**config.mk**
```make
export PLATFORM = sky130hd
export DESIGN_NAME = rrs_uart_rx
export DESIGN_NICKNAME = d
export VERILOG_FILES = /design/src/rtl/rrs_pkg.sv /design/src/rtl/rrs_line_sync.sv /design/src/rtl/rrs_window_filter.sv /design/src/rtl/rrs_frame_fsm.sv /design/src/rtl/rrs_uart_rx.sv
export SDC_FILE = /design/constraint.sdc
export NUM_CORES = 1
export LEC_CHECK = 0
export ABC_AREA = 1
export ABC_CLOCK_PERIOD_IN_PS = 4550
export BUFFER_PORTS_ARGS = -buffer_cell sky130_fd_sc_hd__buf_4
export CAP_MARGIN = 20
export CORE_MARGIN = 5
export CORE_UTILIZATION = 40
export DETAILED_ROUTE_END_ITERATION = 12
export GPL_TIMING_DRIVEN = 1
export SYNTH_ARGS = -nofsm -noshare
export SYNTH_HDL_FRONTEND = slang
export SYNTH_SLANG_ARGS = --single-unit
```
**constraint.sdc**
```tcl
create_clock -name clk -period 4.55 [get_ports clk]
set_clock_uncertainty 0.05 [all_clocks]
set_input_delay 0.455 -clock clk [delete_from_list [all_inputs] [get_ports clk]]
set_output_delay 0.455 -clock clk [all_outputs]
set_load 0.01 [all_outputs]
```
**src/rtl/rrs_pkg.sv**
```systemverilog
package rrs_pkg;

   typedef enum logic [1:0] {
      ST_IDLE  = 2'd0,
      ST_START = 2'd1,
      ST_DATA  = 2'd2,
      ST_STOP  = 2'd3
   } rx_state_e;

endpackage

```
**src/rtl/rrs_line_sync.sv**
```systemverilog
module rrs_line_sync #(
   parameter int STAGES = 2
) (
   input  logic clk,
   input  logic rst,
   input  logic d_i,
   output logic q_o
);

   if (STAGES < 0 || STAGES > 4) begin : g_bad_stages
      $error("rrs_line_sync: STAGES must be 0..4");
   end

   if (STAGES == 0) begin : g_direct
      assign q_o = d_i;
   end else begin : g_flops
      logic [STAGES-1:0] pipe_q;
      always_ff @(posedge clk) begin
         if (rst) pipe_q <= '1;
         else     pipe_q <= (pipe_q << 1) | STAGES'(d_i);
      end
      assign q_o = pipe_q[STAGES-1];
   end

endmodule

```
**src/rtl/rrs_window_filter.sv**
```systemverilog
module rrs_window_filter #(
   parameter int MAX_WIN = 256,
   parameter int LEN_W   = $clog2(MAX_WIN + 1)
) (
   input  logic             clk,
   input  logic             rst,
   input  logic             sample_i,
   input  logic [LEN_W-1:0] win_len_i,
   input  logic             idle_i,
   output logic             tick_o,
   output logic             bit_o
);

   localparam int IW = $clog2(MAX_WIN);
   localparam int SW = LEN_W + 1;

   if (MAX_WIN < 2) begin : g_bad_win
      $error("rrs_window_filter: MAX_WIN must be at least 2");
   end
   if (LEN_W < $clog2(MAX_WIN + 1)) begin : g_bad_len
      $error("rrs_window_filter: LEN_W too narrow for MAX_WIN");
   end

   logic [LEN_W-1:0]   m_req, m_q, cnt_q;
   logic [MAX_WIN-1:0] dly_q;
   logic [SW-1:0]      sum_q, sum_nx;
   logic [IW-1:0]      tap_idx;
   logic               tap, win_end, flush;

   always_comb begin
      if (win_len_i == '0)                    m_req = LEN_W'(1);
      else if (win_len_i > LEN_W'(MAX_WIN))   m_req = LEN_W'(MAX_WIN);
      else                                    m_req = win_len_i;
      tap_idx = IW'(m_q - 1'b1);
      tap     = dly_q[tap_idx];
      sum_nx  = sum_q + SW'(sample_i) - SW'(tap);
      win_end = (cnt_q == m_q - 1'b1);
      flush   = idle_i && (m_req != m_q);
   end

   always_ff @(posedge clk) begin
      if (rst) begin
         m_q    <= LEN_W'(1);
         cnt_q  <= '0;
         dly_q  <= '0;
         sum_q  <= '0;
         tick_o <= 1'b0;
         bit_o  <= 1'b1;
      end else if (flush) begin
         m_q    <= m_req;
         cnt_q  <= '0;
         dly_q  <= '1;
         sum_q  <= SW'(m_req);
         tick_o <= 1'b0;
         bit_o  <= 1'b1;
      end else begin
         dly_q  <= {dly_q[MAX_WIN-2:0], sample_i};
         sum_q  <= sum_nx;
         cnt_q  <= win_end ? '0 : cnt_q + 1'b1;
         tick_o <= win_end;
         if (win_end) bit_o <= (sum_nx > SW'(m_q >> 1));
      end
   end


   len_hold_chk: assert property (@(posedge clk) disable iff (rst)
      !idle_i |=> $stable(m_q));


   len_range_chk: assert property (@(posedge clk) disable iff (rst)
      (m_q != '0) && (m_q <= LEN_W'(MAX_WIN)));


   sum_bound_chk: assert property (@(posedge clk) disable iff (rst)
      sum_q <= SW'(m_q));


   tick_gap_chk: assert property (@(posedge clk) disable iff (rst)
      (tick_o && m_q != LEN_W'(1)) |=> !tick_o);

endmodule

```
**src/rtl/rrs_frame_fsm.sv**
```systemverilog
module rrs_frame_fsm
   import rrs_pkg::*;
#(
   parameter int VOTES  = 10,
   parameter int DATA_W = 8
) (
   input  logic              clk,
   input  logic              rst,
   input  logic              tick_i,
   input  logic              bit_i,
   output logic              idle_o,
   output logic [DATA_W-1:0] data_o,
   output logic              valid_o,
   output logic              ferr_o
);

   localparam int VW = $clog2(VOTES);
   localparam int OW = $clog2(VOTES + 1);
   localparam int BW = $clog2(DATA_W);

   if (VOTES < 3) begin : g_bad_votes
      $error("rrs_frame_fsm: VOTES must be at least 3");
   end
   if (DATA_W < 2) begin : g_bad_width
      $error("rrs_frame_fsm: DATA_W must be at least 2");
   end

   rx_state_e         st_q;
   logic [VW-1:0]     votes_q;
   logic [OW-1:0]     ones_q, ones_nx;
   logic [BW-1:0]     idx_q;
   logic [DATA_W-1:0] sh_q;
   logic              last_vote, vote_hi, vote_lo;

   always_comb begin
      ones_nx   = ones_q + OW'(bit_i);
      last_vote = (votes_q == VW'(VOTES - 1));
      vote_hi   = (32'(ones_nx) * 2) > 32'(VOTES);
      vote_lo   = (32'(ones_nx) * 2) < 32'(VOTES);
   end

   assign idle_o = (st_q == ST_IDLE);

   always_ff @(posedge clk) begin
      if (rst) begin
         st_q    <= ST_IDLE;
         votes_q <= '0;
         ones_q  <= '0;
         idx_q   <= '0;
         sh_q    <= '0;
         data_o  <= '0;
         valid_o <= 1'b0;
         ferr_o  <= 1'b0;
      end else begin
         valid_o <= 1'b0;
         ferr_o  <= 1'b0;
         if (st_q == ST_IDLE) begin
            if (tick_i && !bit_i) begin
               st_q    <= ST_START;
               votes_q <= VW'(1);
               ones_q  <= '0;
            end
         end else if (tick_i) begin
            if (!last_vote) begin
               votes_q <= votes_q + 1'b1;
               ones_q  <= ones_nx;
            end else begin
               votes_q <= '0;
               ones_q  <= '0;
               case (st_q)
                  ST_START: begin
                     idx_q <= '0;
                     st_q  <= vote_lo ? ST_DATA : ST_IDLE;
                  end
                  ST_DATA: begin
                     sh_q <= {vote_hi, sh_q[DATA_W-1:1]};
                     if (idx_q == BW'(DATA_W - 1)) st_q <= ST_STOP;
                     else                          idx_q <= idx_q + 1'b1;
                  end
                  default: begin
                     if (vote_hi) begin
                        valid_o <= 1'b1;
                        data_o  <= sh_q;
                     end else begin
                        ferr_o  <= 1'b1;
                     end
                     st_q <= ST_IDLE;
                  end
               endcase
            end
         end
      end
   end


   strobe_excl_chk: assert property (@(posedge clk) disable iff (rst)
      !(valid_o && ferr_o));


   valid_pulse_chk: assert property (@(posedge clk) disable iff (rst)
      valid_o |=> !valid_o);


   ferr_pulse_chk: assert property (@(posedge clk) disable iff (rst)
      ferr_o |=> !ferr_o);


   data_hold_chk: assert property (@(posedge clk) disable iff (rst)
      !$stable(data_o) |-> valid_o);


   ferr_idle_chk: assert property (@(posedge clk) disable iff (rst)
      ferr_o |-> idle_o);

endmodule

```
**src/rtl/rrs_uart_rx.sv**
```systemverilog
module rrs_uart_rx #(
   parameter int MAX_WIN     = 256,
   parameter int LEN_W       = $clog2(MAX_WIN + 1),
   parameter int VOTES       = 10,
   parameter int DATA_W      = 8,
   parameter int SYNC_STAGES = 2
) (
   input  logic              clk,
   input  logic              rst,
   input  logic              rx_line,
   input  logic [LEN_W-1:0]  win_len,
   output logic [DATA_W-1:0] rx_data,
   output logic              rx_valid,
   output logic              rx_frame_err
);

   logic line_s, win_tick, win_bit, fsm_idle;

   rrs_line_sync #(.STAGES(SYNC_STAGES)) u_sync (
      .clk (clk),
      .rst (rst),
      .d_i (rx_line),
      .q_o (line_s)
   );

   rrs_window_filter #(.MAX_WIN(MAX_WIN), .LEN_W(LEN_W)) u_filter (
      .clk       (clk),
      .rst       (rst),
      .sample_i  (line_s),
      .win_len_i (win_len),
      .idle_i    (fsm_idle),
      .tick_o    (win_tick),
      .bit_o     (win_bit)
   );

   rrs_frame_fsm #(.VOTES(VOTES), .DATA_W(DATA_W)) u_fsm (
      .clk     (clk),
      .rst     (rst),
      .tick_i  (win_tick),
      .bit_i   (win_bit),
      .idle_o  (fsm_idle),
      .data_o  (rx_data),
      .valid_o (rx_valid),
      .ferr_o  (rx_frame_err)
   );

endmodule

```
==> results of run 1 <==
==> layer usage <==
| metal | global-route usage | vias to the layer above | share of wire |
|---|---|---|---|
| met5 | 0 | - | 0 |
| met4 | 0.0447 | 0 | 0.020 |
| met3 | 0.0251 | 53 | 0.036 |
| met2 | 0.280 | 197 | 0.46 |
| met1 | 0.251 | 5850 | 0.48 |
| li1 | - | 6261 | - |
==> critical path: cells and delay by family (launching register included) <==
family | cells | cell delay, ps
buffers and inverters | 8 | 640
AOI/OAI and AO/OA | 3 | 350
DFF | 1 | 350
and+or+nand+nor | 17 | 1390
adders and majority gates | 5 | 1480
xor gates and xnor gates | 1 | 130
==> area by class of cell <==
cell class / instances / area [µm²]
clock buffer: 57 / 1130
clock inverter: 5 / 53.8
fill: 3440 / 18400
inverter: 111 / 428
multi-input combinational: 1352 / 6620
sequential: 319 / 6390
tap: 455 / 569
timing repair buffer: 76 / 881
==> kinds of logic (layout without fill, tap and decap cells) <==
| logic type | count (synthesis) | in the layout |
|---|---|---|
| buffers and inverters | 255 | 249 |
| xor gates and xnor gates | 26 | 26 |
| and+or+nand+nor | 926 | 926 |
| adders and majority gates | 31 | 31 |
| AOI/OAI and AO/OA | 367 | 367 |
| DFF | 319 | 319 |
| muxes | 2 | 2 |
==> state kept, by name, summed over array words and instances (netlist names) <==
signal                 cells
u_fsm.ones_q               4
u_fsm.ferr_o               1
u_fsm.valid_o              1
u_fsm.data_o               8
u_filter.bit_o             1
u_fsm.idx_q                3
u_filter.sum_q            10
u_sync.g_flops.pipe_q      2
u_filter.m_q               9
u_filter.cnt_q             9
u_fsm.votes_q              4
u_fsm.st_q                 2
u_filter.tick_o            1
u_fsm.sh_q                 8
u_filter.dly_q           256
==> cells in the mapped netlist <==
cell | count | area share
sky130_fd_sc_hd__a31oi_1 | 2 | 0.00090
sky130_fd_sc_hd__nor2_2 | 1 | 0.00045
sky130_fd_sc_hd__buf_2 | 49 | 0.018
sky130_fd_sc_hd__inv_2 | 5 | 0.0013
sky130_fd_sc_hd__inv_1 | 105 | 0.028
sky130_fd_sc_hd__clkinv_1 | 1 | 0.00027
sky130_fd_sc_hd__nand3b_1 | 1 | 0.00054
sky130_fd_sc_hd__nor2_1 | 74 | 0.020
sky130_fd_sc_hd__or2_2 | 2 | 0.00090
sky130_fd_sc_hd__o21bai_1 | 1 | 0.00054
sky130_fd_sc_hd__o211ai_1 | 2 | 0.0011
sky130_fd_sc_hd__nand3_2 | 2 | 0.0014
sky130_fd_sc_hd__clkbuf_1 | 80 | 0.022
sky130_fd_sc_hd__buf_4 | 5 | 0.0027
sky130_fd_sc_hd__buf_8 | 1 | 0.0011
sky130_fd_sc_hd__xnor2_1 | 6 | 0.0038
sky130_fd_sc_hd__o21ai_4 | 1 | 0.0012
sky130_fd_sc_hd__nand3_4 | 2 | 0.0025
sky130_fd_sc_hd__nand2_1 | 551 | 0.15
sky130_fd_sc_hd__ha_1 | 30 | 0.027
sky130_fd_sc_hd__nand4_1 | 18 | 0.0081
sky130_fd_sc_hd__dfxtp_1 | 319 | 0.46
sky130_fd_sc_hd__mux2i_1 | 2 | 0.0014
sky130_fd_sc_hd__nand2_4 | 1 | 0.00081
sky130_fd_sc_hd__xor2_1 | 19 | 0.012
sky130_fd_sc_hd__o21ai_1 | 20 | 0.0072
sky130_fd_sc_hd__o211a_1 | 1 | 0.00072
sky130_fd_sc_hd__nand3_1 | 264 | 0.095
sky130_fd_sc_hd__nand4_2 | 1 | 0.00090
sky130_fd_sc_hd__nor3_2 | 2 | 0.0014
sky130_fd_sc_hd__o21ai_0 | 261 | 0.094
sky130_fd_sc_hd__a21oi_1 | 77 | 0.028
sky130_fd_sc_hd__nand2_2 | 1 | 0.00045
sky130_fd_sc_hd__buf_1 | 4 | 0.0011
sky130_fd_sc_hd__fa_1 | 1 | 0.0014
sky130_fd_sc_hd__xnor3_1 | 1 | 0.0016
sky130_fd_sc_hd__nor3_1 | 6 | 0.0022
sky130_fd_sc_hd__a21o_1 | 2 | 0.0011
sky130_fd_sc_hd__buf_6 | 5 | 0.0040
==> worst max path at each step <==
stage | start | end | slack (ps) | cells after the start
global placement | u_filter.m_q[0]$_SDFFE_PP1P_ | u_filter.bit_o$_SDFFE_PP1P_ | -180 | 31
finish | u_filter.m_q[0]$_SDFFE_PP1P_ | u_filter.bit_o$_SDFFE_PP1P_ | 20 | 34
detailed placement | u_filter.m_q[0]$_SDFFE_PP1P_ | u_filter.bit_o$_SDFFE_PP1P_ | -250 | 30
global route | u_filter.m_q[0]$_SDFFE_PP1P_ | u_filter.bit_o$_SDFFE_PP1P_ | -240 | 35
CTS | u_filter.m_q[0]$_SDFFE_PP1P_ | u_filter.bit_o$_SDFFE_PP1P_ | 9 | 34
floorplan | u_filter.m_q[0]$_SDFFE_PP1P_ | u_filter.bit_o$_SDFFE_PP1P_ | 20 | 39
==> repair_timing <==
action                                  CTS  global route
resized for setup                         3            42
pin swaps                                 1             9
endpoints found under the hold margin     0             0
endpoints found under the setup margin    1             1
hold buffers                              0             0
buffers inserted                          0             2
cloned                                    0             3
==> power breakdown <==
| group | leakage [nW] | internal (W) | total [W] | switching [W] |
|---|---|---|---|---|
| Sequential | 2.67 | 0.00298 | 0.00307 | 0.0000911 |
| Clock | 0.584 | 0.00175 | 0.00287 | 0.00112 |
| Combinational | 4.04 | 0.000454 | 0.00114 | 0.000685 |
==> per-stage QoR <==
step	hold WS [ps]	setup slack, ps
2_1_floorplan	339	16.8
3_3_place_gp	378	-184
3_5_place_dp	371	-250
4_1_cts	62.0	9.13
5_1_grt	69.5	-245
6_report	85.9	21.8
==> implementation parameters, run 1 <==
Parameter                              Value

Status
  Result of the run    finished clean

Setup path
  Cell at the slowest stage of the critical path    sky130_fd_sc_hd__fa_2
  Largest fanout on the critical path    7
  Arrival time at the worst endpoint    slightly below 5000 ps
  R2r startpoint    u_filter.m_q[0]$_SDFFE_PP1P_
  Flop-to-flop setup slack    20 ps
  CP startpoint kind    flop
  Delay of the slowest cell on the worst path    roughly 410 ps
  Depth of the most critical reg-to-reg path    34
  Crit path top cell by count    sky130_fd_sc_hd__nand3_1
  Worst r2r dst    u_filter.bit_o$_SDFFE_PP1P_
  Crit path kind    reg -> reg
  Critical path required time    4910 ps
  Type of element capturing the critical path    flop

Synthesis
  Cell Area, Synth    0.0139 mm²
  Yosys warning count    0
  Synthesized-area fraction occupied by and/or/nand/nor cells    0.283
  Combinational family with the most area after synthesis    simple AND/OR/NAND/NOR gates
  Complex-gate fraction of the synthesized area    0.134
  Number of library cell types mapped by synthesis    39
  Mux contribution to synthesized area    0.00144
  Seq/Total Area, Yosys    0.458
  Nets in the synthesized netlist    1969
  Adder and majority gate portion of the synthesized area    0.0284
  Avg Cell Area, Syn    between 7 and 8 µm²
  Cells after Synth    approximately 1900
  XOR/XNOR Fraction of Synth Area    0.0173
  Yosys reg bits    319

STA
  Final hold violations    0
  Setup violations, final    0
  Highest Clock Rate    221 MHz
  Setup total negative slack    0 ps
  Shortest clock period the worst path allows after layout    4530 ps
  Transition time at the pin with the least slew margin    1030 ps
  Number of slew-limit violations in the final report    0
  Max-slew headroom    0.316
  Fin crit share    0.995
  Unrepaired setup endpoints after global routing    true

Clock tree
  Number of clock sinks    319
  Buffer levels on the longest clock path    3
  Clock network latency to the later pin of the worst-skew pair    510 ps
  Clk slew on worst S/H paths    60 ps
  H-tree depth reported by CTS    2
  CTS tree    done
  CTS buffer count    36
  Master cell of the clock root buffer    sky130_fd_sc_hd__clkbuf_16

Layout
  Core utilization of the finished layout    0.467
  Number of nets in the final layout    1939
  Most used cells in the layout excluding fill and tap cells    sky130_fd_sc_hd__nand2_1, sky130_fd_sc_hd__dfxtp_1, sky130_fd_sc_hd__o21ai_0
  Antenna diode count    0
  P&R area growth vs syn    15.3%
  Design area    0.0161 mm²
  Most common library cell in the layout ignoring fill and taps    sky130_fd_sc_hd__nand2_1
  Fraction of final layout cells with drive strength greater than 1    0.0943
  Count of placed standard cells in the final layout, fillers left out    2375

Drt
  DRC violations left    0
  Detailed router's first-iteration violation count    between 1000 and 1500
  Number of antenna-violating nets in the routed design    0
  Via/cell ratio    5.20
  Post-Route WL    35000 µm
  Average wire per standard cell    14.8 µm
  1st-pass router iterations    7
  Via count    between 10000 and 15000

Placement
  Standard cell area after detailed placement    0.0146 mm²
  DP Wirelength    20000 µm
  # port buffers    21
  Instance count after placement with tap cells included    between 2000 and 2500
  Final weighted congestion in routability-driven placement    a little over 0.8

Die
  Initial Utilization    0.405
  Die height    197 µm
  Area enclosed by the die boundary    0.0387 mm²
  Width of the chip    between 150 and 200 µm
  Standard-cell row count    68
  I/O pins    22
  Core Footprint    0.0345 mm²

Power
  Power Total    0.00708 W
  Power Dens Cells    441 mW/mm²
  Static leakage power    7.29 nW
  Worst vdd rail ir drop    286 µV

GRT
  Pin count of the biggest net entering global routing    232
  First-pass GRT wire length    57900 µm
  Global-route usage over all layers    0.175
  Initial antenna violation count    0
  Grt total ovfl    0
  Number of global-route vias before repair    approximately 11000

Hold path
  Hold Crit Class    in -> reg
  Number of cells traversed by the worst hold path    2
  Worst Hold Endpoint    u_sync.g_flops.pipe_q[0]$_SDFF_PP1_
  Worst hold start    rx_line

Run
  Number of max-cap violations    0
No activity file was read; power rests on OpenSTA's default activity.
==> run 2, diff against run 1 <==
--- a/config.mk
+++ b/config.mk
@@ -8,5 +8,5 @@
 export ABC_AREA = 1
-export ABC_CLOCK_PERIOD_IN_PS = 4550
 export BUFFER_PORTS_ARGS = -buffer_cell sky130_fd_sc_hd__buf_4
 export CAP_MARGIN = 20
+export CORE_ASPECT_RATIO = 1.75
 export CORE_MARGIN = 5
--- a/constraint.sdc
+++ b/constraint.sdc
@@ -4,2 +4,2 @@
 set_output_delay 0.455 -clock clk [all_outputs]
-set_load 0.01 [all_outputs]
+set_load 0.02 [all_outputs]
==> run 2 against run 1 <==
Sequential share of layout area decreased by 0.66 points; register-to-register slack improved by 110 ps; via count increased by 2.7%; worst setup slack improved by 110 ps; total power decreased by 0.11%; largest cell class unchanged.
==> implementation parameters, run 2 (same netlist as run 1, synthesis figures left out) <==
Parameter                              Value

Power
  Power Dens Cells    between 400 and 500 mW/mm²
  Worst vdd rail ir drop    237 µV
  Share of power burned in combinational logic    0.184
  Power Total    just over 0.007 W
  Cell internal power dissipation    slightly above 0.005 W
  Switch share    0.279
  Static leakage power    7.39 nW
  Net switching power    0.00197 W
  Clock Power Share    0.381
  Proportion of power drawn by flip-flops and latches    0.435

Die
  Width of the chip    151 µm
  Standard-cell row count    90
  Core Footprint    around 0.034 mm²
  Die height    257 µm
  Area enclosed by the die boundary    0.0388 mm²
  Initial Utilization    0.405
  I/O pins    22

Setup path
  CP startpoint kind    flop
  Cell at the slowest stage of the critical path    sky130_fd_sc_hd__dfxtp_4
  Launch point of the critical path    u_filter.m_q[0]$_SDFFE_PP1P_
  Crit path kind    reg -> reg
  R2r startpoint    u_filter.m_q[0]$_SDFFE_PP1P_
  Worst setup path endpoint    u_filter.bit_o$_SDFFE_PP1P_
  Flop-to-flop setup slack    140 ps
  Delay of the slowest cell on the worst path    between 300 and 400 ps
  Critical path required time    5000 ps
  Arrival time at the worst endpoint    4870 ps
  Largest fanout on the critical path    8
  Depth of the most critical reg-to-reg path    36
  Worst r2r dst    u_filter.bit_o$_SDFFE_PP1P_
  Type of element capturing the critical path    flop

STA
  Max-slew headroom    0.355
  Final hold slack    34.4 ps
  Number of slew-limit violations in the final report    0
  Unrepaired setup endpoints after global routing    true
  Fin crit share    0.970
  Transition time at the pin with the least slew margin    967 ps
  Final setup slack of the worst path    between 100 and 150 ps
  Final hold violations    0
  Setup violations, final    0
  Shortest clock period the worst path allows after layout    4410 ps
  Highest Clock Rate    ~230 MHz

GRT
  Initial antenna violation count    0
  Global-route usage over all layers    0.189
  First-pass GRT wire length    between 60000 and 70000 µm
  Pin count of the biggest net entering global routing    176
  Grt total ovfl    0
  Number of global-route vias before repair    12100

Drt
  Number of antenna-violating nets in the routed design    0
  Via/cell ratio    5.30
  Via count    between 10000 and 15000
  1st-pass router iterations    5
  DRC violations left    0
  Average wire per standard cell    16.0 µm
  Post-Route WL    between 30000 and 40000 µm
  Detailed router's first-iteration violation count    between 900 and 1000

Layout
  Top flop regs    u_filter.dly_q x256, u_filter.sum_q x10
  Most common library cell in the layout ignoring fill and taps    sky130_fd_sc_hd__nand2_1
  Core utilization of the finished layout    0.475
  P&R area growth vs syn    17.3%
  Most flops, register    u_filter.dly_q
  Antenna diode count    0
  Count of placed standard cells in the final layout, fillers left out    2394
  Most used cells in the layout excluding fill and tap cells    sky130_fd_sc_hd__nand2_1, sky130_fd_sc_hd__dfxtp_1, sky130_fd_sc_hd__o21ai_0
  Max reg flops    256
  Fraction of final layout cells with drive strength greater than 1    0.119
  Number of nets in the final layout    1955

Clock tree
  Master cell of the clock root buffer    sky130_fd_sc_hd__clkbuf_16
  CTS tree    done
  H-tree depth reported by CTS    1
  Clock network latency to the later pin of the worst-skew pair    580 ps
  Total of hold buffers inserted after clock tree synthesis    0
  CTS buffer count    29
  Clk slew on worst S/H paths    approximately 70 ps
  Buffer levels on the longest clock path    3
  Number of clock sinks    319

Placement
  Final weighted congestion in routability-driven placement    0.869
  # port buffers    21
  DP Wirelength    22300 µm
  Worst slack at placement    -231 ps
  Instance count after placement with tap cells included    around 2300

Hold path
  Hold Crit Class    in -> reg

Status
  Result of the run    finished clean

Run
  Number of max-cap violations    0
[run 2: worst min path at each step]
stage / startpoint / endpoint / slack (ps) / depth (start not counted)
after floorplan: u_sync.g_flops.pipe_q[0]$_SDFF_PP1_ / u_sync.g_flops.pipe_q[1]$_SDFF_PP1_ / 340 / 1
after global placement: u_sync.g_flops.pipe_q[0]$_SDFF_PP1_ / u_sync.g_flops.pipe_q[1]$_SDFF_PP1_ / 350 / 1
after global routing: rx_line / u_sync.g_flops.pipe_q[0]$_SDFF_PP1_ / 30 / 2
final: rx_line / u_sync.g_flops.pipe_q[0]$_SDFF_PP1_ / 30 / 2
after CTS: rx_line / u_sync.g_flops.pipe_q[0]$_SDFF_PP1_ / 20 / 2
after detailed placement: u_sync.g_flops.pipe_q[0]$_SDFF_PP1_ / u_sync.g_flops.pipe_q[1]$_SDFF_PP1_ / 370 / 1
[run 2: per-layer routing]
layer | vias to the layer above | GRT usage | routed length (µm)
li1 | 6276 | - | -
met1 | 6075 | 0.230 | 15700
met2 | 275 | 0.339 | 20200
met3 | 74 | 0.0171 | 1240
met4 | 0 | 0.0703 | 1280
met5 | - | 0 | 0
[run 2: power groups by stage]
stage	logic, W	registers, W	clock network (W)
6_report	0.00130	0.00308	0.00270
3_3_place_gp	0.00107	0.00313	0
2_1_floorplan	0.000748	0.00311	0
3_5_place_dp	0.00109	0.00313	0
5_1_grt	0.00145	0.00309	0.00286
4_1_cts	0.00116	0.00307	0.00274
[run 2: per-stage QoR]
step | area (µm²) | TNS [ps]
CTS | 15900 | 0
global placement | 14500 | -785
global route | 16400 | -88.7
detailed placement | 14500 | -231
floorplan | 14000 | 0
finish | 16400 | 0
[run 2: critical path, delay by kind of cell (launching register included)]
kind | cells | cell delay [ps]
simple gates | 16 | 1200
fa+ha+maj | 4 | 1000
buf+inv | 10 | 910
compound gates | 5 | 540
flops | 1 | 360
xor+xnor | 1 | 270
[run 2: area by class of cell]
cell class	instances	area [µm²]
Clock buffer	38	800
Inverter	111	439
Clock inverter	15	240
Timing Repair Buffer	98	1090
Tap cell	460	576
Fill cell	3426	18100
Multi-Input combinational cell	1353	6820
Sequential cell	319	6390
[run 2: timing repair]
action                     in CTS  in global routing
pin swaps                      14                 36
gates cloned                    2                  4
resized for setup              31                 73
setup endpoints to repair       1                  1
buffers inserted                6                 13
